### config.mk
export PLATFORM = sky130hd
export DESIGN_NAME = adst4_inv
export DESIGN_NICKNAME = d
export VERILOG_FILES = /design/src/rtl/adst4_pkg.sv /design/src/rtl/adst4_ctrl.sv /design/src/rtl/adst4_dp.sv /design/src/rtl/adst4_inv.sv
export SDC_FILE = /design/constraint.sdc
export NUM_CORES = 2
export LEC_CHECK = 0
export BUFFER_PORTS_ARGS = -buffer_cell sky130_fd_sc_hd__buf_2
export CELL_PAD_IN_SITES_DETAIL_PLACEMENT = 2
export CELL_PAD_IN_SITES_GLOBAL_PLACEMENT = 2
export CORE_AREA = 5 5 402 404
export CTS_CLUSTER_SIZE = 24
export DETAILED_ROUTE_END_ITERATION = 10
export DIE_AREA = 0 0 407 409
export PLACE_DENSITY = 0.77
export SKIP_CTS_REPAIR_TIMING = 1
export SLEW_MARGIN = 20
export SYNTH_ARGS = -nofsm -noshare
export SYNTH_HDL_FRONTEND = slang
export SYNTH_SLANG_ARGS = --single-unit
### constraint.sdc
create_clock -name clk -period 6.1 [get_ports clk]
set_input_delay 0.305 -clock clk [delete_from_list [all_inputs] [get_ports clk]]
set_output_delay 0.305 -clock clk [all_outputs]
set_load 0.01 [all_outputs]
### src/rtl/adst4_pkg.sv
package adst4_pkg;
  // Fixed-point sine weights (14-bit fraction), indices 1..4 of 9.
  localparam int SIN1 = 5283;
  localparam int SIN2 = 9929;
  localparam int SIN3 = 13377;
  localparam int SIN4 = 15212;

  // Pipeline depth shared with the cosine kernel.
  localparam int STAGES = 3;

  // Stage-load strobes from the control to the datapath.
  typedef struct packed {
    logic ldProd;   // capture partial products
    logic ldSum;    // capture pre-round sums
    logic ldOut;    // capture rounded, clamped outputs
  } adstCtrl_t;
endpackage

### src/rtl/adst4_ctrl.sv
module adst4_ctrl
  import adst4_pkg::*;
(
  input  logic      clk,
  input  logic      rstN,
  input  logic      inValid,
  output adstCtrl_t ctrl,
  output logic      outValid
);
  logic [STAGES-1:0] vldPipe;

  always_ff @(posedge clk or negedge rstN) begin
    if (!rstN) vldPipe <= '0;
    else       vldPipe <= {vldPipe[STAGES-2:0], inValid};
  end

  always_comb begin
    ctrl.ldProd = inValid;
    ctrl.ldSum  = vldPipe[0];
    ctrl.ldOut  = vldPipe[1];
  end

  assign outValid = vldPipe[STAGES-1];
endmodule

### src/rtl/adst4_dp.sv
module adst4_dp
  import adst4_pkg::*;
#(
  parameter int DATA_W = 16,
  parameter int ACC_W  = 32,
  parameter int SHIFT  = 14,
  parameter int LANES  = 4
) (
  input  logic                    clk,
  input  logic                    rstN,
  input  adstCtrl_t               ctrl,
  input  logic [LANES*DATA_W-1:0] inVec,
  output logic [LANES*DATA_W-1:0] outVec
);
  localparam int SH_W = ACC_W - SHIFT + 1;
  localparam logic signed [ACC_W-1:0] K1 = ACC_W'(SIN1);
  localparam logic signed [ACC_W-1:0] K2 = ACC_W'(SIN2);
  localparam logic signed [ACC_W-1:0] K3 = ACC_W'(SIN3);
  localparam logic signed [ACC_W-1:0] K4 = ACC_W'(SIN4);
  localparam logic signed [ACC_W:0]   RND = (ACC_W+1)'(1) << (SHIFT-1);
  localparam logic signed [SH_W-1:0]  SAT_HI = SH_W'((2**(DATA_W-1)) - 1);
  localparam logic signed [SH_W-1:0]  SAT_LO = -SH_W'(2**(DATA_W-1));

  logic signed [ACC_W-1:0] xExt [LANES];

  genvar g;
  generate
    for (g = 0; g < LANES; g++) begin : gUnpack
      assign xExt[g] = {{(ACC_W-DATA_W){inVec[g*DATA_W+DATA_W-1]}},
                        inVec[g*DATA_W +: DATA_W]};
    end
  endgenerate

  // Stage 1: partial products and combined input term.
  logic signed [ACC_W-1:0] p0, p1, p2, p3, p4, p5, p6, p7;
  always_ff @(posedge clk or negedge rstN) begin
    if (!rstN) begin
      {p0, p1, p2, p3, p4, p5, p6, p7} <= '0;
    end else if (ctrl.ldProd) begin
      p0 <= K1 * xExt[0];
      p1 <= K2 * xExt[0];
      p2 <= K3 * xExt[1];
      p3 <= K4 * xExt[2];
      p4 <= K1 * xExt[2];
      p5 <= K2 * xExt[3];
      p6 <= K4 * xExt[3];
      p7 <= xExt[0] + xExt[3] - xExt[2];
    end
  end

  // Stage 2: intermediates and pre-round outputs (modulo 2^ACC_W).
  logic signed [ACC_W-1:0] termA, termB, termC;
  logic signed [ACC_W-1:0] preSum [LANES];
  assign termA = p0 + p3 + p5;
  assign termB = p1 - p4 - p6;
  assign termC = K3 * p7;

  always_ff @(posedge clk or negedge rstN) begin
    if (!rstN) begin
      for (int i = 0; i < LANES; i++) preSum[i] <= '0;
    end else if (ctrl.ldSum) begin
      preSum[0] <= termA + p2;
      preSum[1] <= termB + p2;
      preSum[2] <= termC;
      preSum[3] <= termA + termB - p2;
    end
  end

  // Stage 3: round, shift, clamp per lane.
  generate
    for (g = 0; g < LANES; g++) begin : gRound
      logic signed [ACC_W:0]    rounded;
      logic signed [SH_W-1:0]   shifted;
      logic        [DATA_W-1:0] clamped;
      logic        [DATA_W-1:0] laneReg;

      assign rounded = {preSum[g][ACC_W-1], preSum[g]} + RND;
      assign shifted = $signed(rounded[ACC_W:SHIFT]);

      always_comb begin
        if (shifted > SAT_HI)      clamped = SAT_HI[DATA_W-1:0];
        else if (shifted < SAT_LO) clamped = SAT_LO[DATA_W-1:0];
        else                       clamped = shifted[DATA_W-1:0];
      end

      always_ff @(posedge clk or negedge rstN) begin
        if (!rstN)          laneReg <= '0;
        else if (ctrl.ldOut) laneReg <= clamped;
      end

      assign outVec[g*DATA_W +: DATA_W] = laneReg;
    end
  endgenerate
endmodule

### src/rtl/adst4_inv.sv
module adst4_inv
  import adst4_pkg::*;
#(
  parameter int DATA_W = 16,
  parameter int ACC_W  = 32,
  parameter int SHIFT  = 14
) (
  input  logic            clk,
  input  logic            rstN,
  input  logic            inValid,
  input  logic [4*DATA_W-1:0] inVec,
  output logic            outValid,
  output logic [4*DATA_W-1:0] outVec
);
  adstCtrl_t ctrl;

  adst4_ctrl u_ctrl (
    .clk      (clk),
    .rstN     (rstN),
    .inValid  (inValid),
    .ctrl     (ctrl),
    .outValid (outValid)
  );

  adst4_dp #(
    .DATA_W (DATA_W),
    .ACC_W  (ACC_W),
    .SHIFT  (SHIFT),
    .LANES  (4)
  ) u_dp (
    .clk    (clk),
    .rstN   (rstN),
    .ctrl   (ctrl),
    .inVec  (inVec),
    .outVec (outVec)
  );
endmodule

==> results.txt <==
Run status -> finished with violations
Failing checks -> setup timing
Core Region -> 157,000 um2
IO buf count -> 131
Net count, final -> 7,696
Post-Route WL -> 189 mm
Crit path launch type -> register
Hold EP -> u_ctrl.vldPipe[0]
Global-route usage over all layers -> 22.5%
Synth Area per Inst -> 9.56 um2
Final setup margin -> -0.121 ns
Crit path buf inv count -> 3
Critical path's top delay family -> compound AO/OA/AOI/OAI gates
Number of synthesized flops with an enable pin -> 0
DR vias/cell -> 5.14
# fillers -> 17,300
Area delta synth->final -> 11.9%
Hold Path Cell Cnt -> 1
WHS -> 0.0507 ns
R2r setup slk -> -0.12 ns
Max-Cap Viols -> 0
Clock Sink Count -> 367
Die Area -> 166,000 um2
CTS H-tree lvls -> 2
Reg-to-Reg End -> u_dp.preSum[31]
Fin area -> 61,200 um2
Max-slew headroom -> 23.1%
Period minus WS final -> 6.22 ns
Violation count after the first detailed-route iteration -> 1,788
Clk_skew -> 0.0354 ns
Largest stage delay, worst path -> 0.53 ns
Global-route wire length before repair -> 289 mm
DP HPWL -> 160 mm
Cell count after placement -> 8,044
Setup CP Type -> register to register
Layout cell share with drive strength beyond 1 -> 10.8%
DP Area -> 59,200 um2
Yosys warning total -> 0
Primary FF master, synth -> dfrtp_1
Final setup fails -> 5
Slowest library cell on the worst path -> a2111o_1
IO Pins -> 132
GR Overflow Total -> 0
Clock Root Buffer -> clkbuf_16
Yosys cell types -> 89
Required time worst endpoint -> 6.65 ns
Vias -> 41,800
Sequential fraction of the synthesis area -> 16.8%
Residual DRC count -> 0
Gate Count Post-Synth -> 5,729
Async SR Flop Fraction -> 100%
Die extent in x -> 407 um
Worst hold path class -> input pin to register
#FFs+latches synth -> 367
Multi-input combinational cell area -> 40,800 um2
Placer congestion estimate -> 0.922
Core Rows -> 146
Detailed Routing Iterations Pass 1 -> 5
Final period utilization -> 102%
R2R depth -> 25
Fmax -> 161 MHz
Routed len/inst -> 23.2 um
Crit path DAT -> 6.77 ns
Critical hold path startpoint -> inValid
RSZ-0062 raised after global routing -> true
Crit path max fanout -> 9
CTS max path bufs -> 3
Initial antenna violation count -> 4
Final Non-Filler Cells -> 8,144
Die height -> 409 um
Clock slew at reported path FFs -> 0.07 ns
Reg-to-Reg Start -> u_dp.p4[9]
Cell area after synthesis -> 54,800 um2
Register area -> 9190 um2
Vias in the first global route -> 49,100
CP endpoint kind -> register
Final Hold Fails -> 0
Cts bufs inserted -> 48
Worst-margin pin slew -> 1.15 ns
Final slew viol count -> 0
ANT nets after route -> 0
Pin count of the biggest net entering global routing -> 142
Clk_lat worst skew -> 0.62 ns
CTS tree -> done
Starting Density -> 34.8%
Syn_nets -> 7,394
-- placed cells by master (no fill, tap or decap), types with 135 or more instances in the layout --
cell	netlist	layout
inv_1	1255	1248
ha_1	950	944
fa_1	648	647
a21oi_1	396	379
dfrtp_1	367	365
xnor2_1	290	286
nor2_1	250	247
nand2_1	227	227
buf_4	0	203
o21ai_0	188	185
mux2_2	143	135
-- worst max-delay path by stage --
stage	from	to	cells after the start
floorplan	u_dp.p5[2]	u_dp.preSum[31]	30
global placement	u_dp.p4[2]	u_dp.preSum[88]	26
detailed placement	u_dp.p4[0]	u_dp.preSum[31]	30
CTS	u_dp.p5[2]	u_dp.preSum[127]	30
global route	u_dp.p4[0]	u_dp.preSum[127]	30
finish	u_dp.p4[9]	u_dp.preSum[31]	25
-- cell usage after synthesis (all sizes together), types with 9 or more instances --
cell type  count  share of area, %
fa           648                24
o21a          30              0.41
nand3         86              0.80
a21o         119               1.6
inv         1256               8.6
a31oi         25              0.29
nand2        227               1.6
o2111ai        9              0.14
o21bai        60              0.82
a31o          10              0.16
and2          12              0.14
dfrtp        367                17
nand2b        29              0.33
a21boi         9              0.13
ha           950                22
buf           11             0.089
nand4         28              0.32
o211ai        20              0.27
xor2         128               2.0
o21ai        225               2.1
nor2b         32              0.37
nor2         250               1.7
a211oi        24              0.34
or2           10              0.11
a21oi        396               3.6
clkbuf        75              0.57
mux2         144               3.0
nor3          47              0.43
o31ai         18              0.25
xnor2        291               4.7
and3          23              0.27
mux2i         33              0.60
or3           24              0.27
-- routing by layer --
layer	vias to the layer above	share of wire [%]	GRT usage (%)
met5	-	0.0058	0
met4	2	5.7	10.4
met3	309	2.7	2.16
met2	646	50	40.0
met1	21600	42	27.4
li1	19300	-	-
-- worst register-to-register path, delay by kind of cell, from the launching register on --
kind / cells / cell delay, ns
compound gates: 12 / 2.73
flops: 1 / 0.37
xor+xnor: 2 / 0.48
simple gates: 4 / 0.64
fa+ha+maj: 4 / 1.68
buf+inv: 3 / 0.27
-- cell families after synthesis --
group	share of synthesized area, %
xor+xnor	6.78
simple gates	6.76
compound gates	11.4
buf+inv	9.29
flops	16.8
fa+ha+maj	45.4
mux	3.56
-- metrics by stage --
step | utilization (%) | setup TNS, ns | worst slack, ns
final | 38.9 | -0.303 | -0.121
after global routing | 38.9 | -2.67 | -0.356
after CTS | 38.6 | -3.77 | -0.395
after detailed placement | 37.6 | -2.09 | -0.237
after global placement | 37.6 | -0.0618 | -0.0618
after floorplan | - | 0 | 0.315
-- sequential cells by signal, summed over array words and instances, names as in the netlist --
name and count:
u_dp.p4 30, u_dp.p2 31, u_dp.p6 28, u_dp.p7 18, u_dp.gRound.laneReg 64, u_dp.p5 31, u_dp.p3 26, u_ctrl.vldPipe 3
u_dp.p1 31, u_dp.p0 29, u_dp.preSum 76
-- final cells by class --
class,instances,share of cell area [%]
well taps,2072,4.23
diodes,2,0.00817
multi-input cells,4017,66.7
inverters,1259,7.72
clock buffers,66,2.20
clock inverters,23,0.433
flip-flops and latches,367,15.0
repair buffers,338,3.71
Power is not shown: default switching activity piles up to over one toggle a cycle in this logic, so the estimate is an artifact.
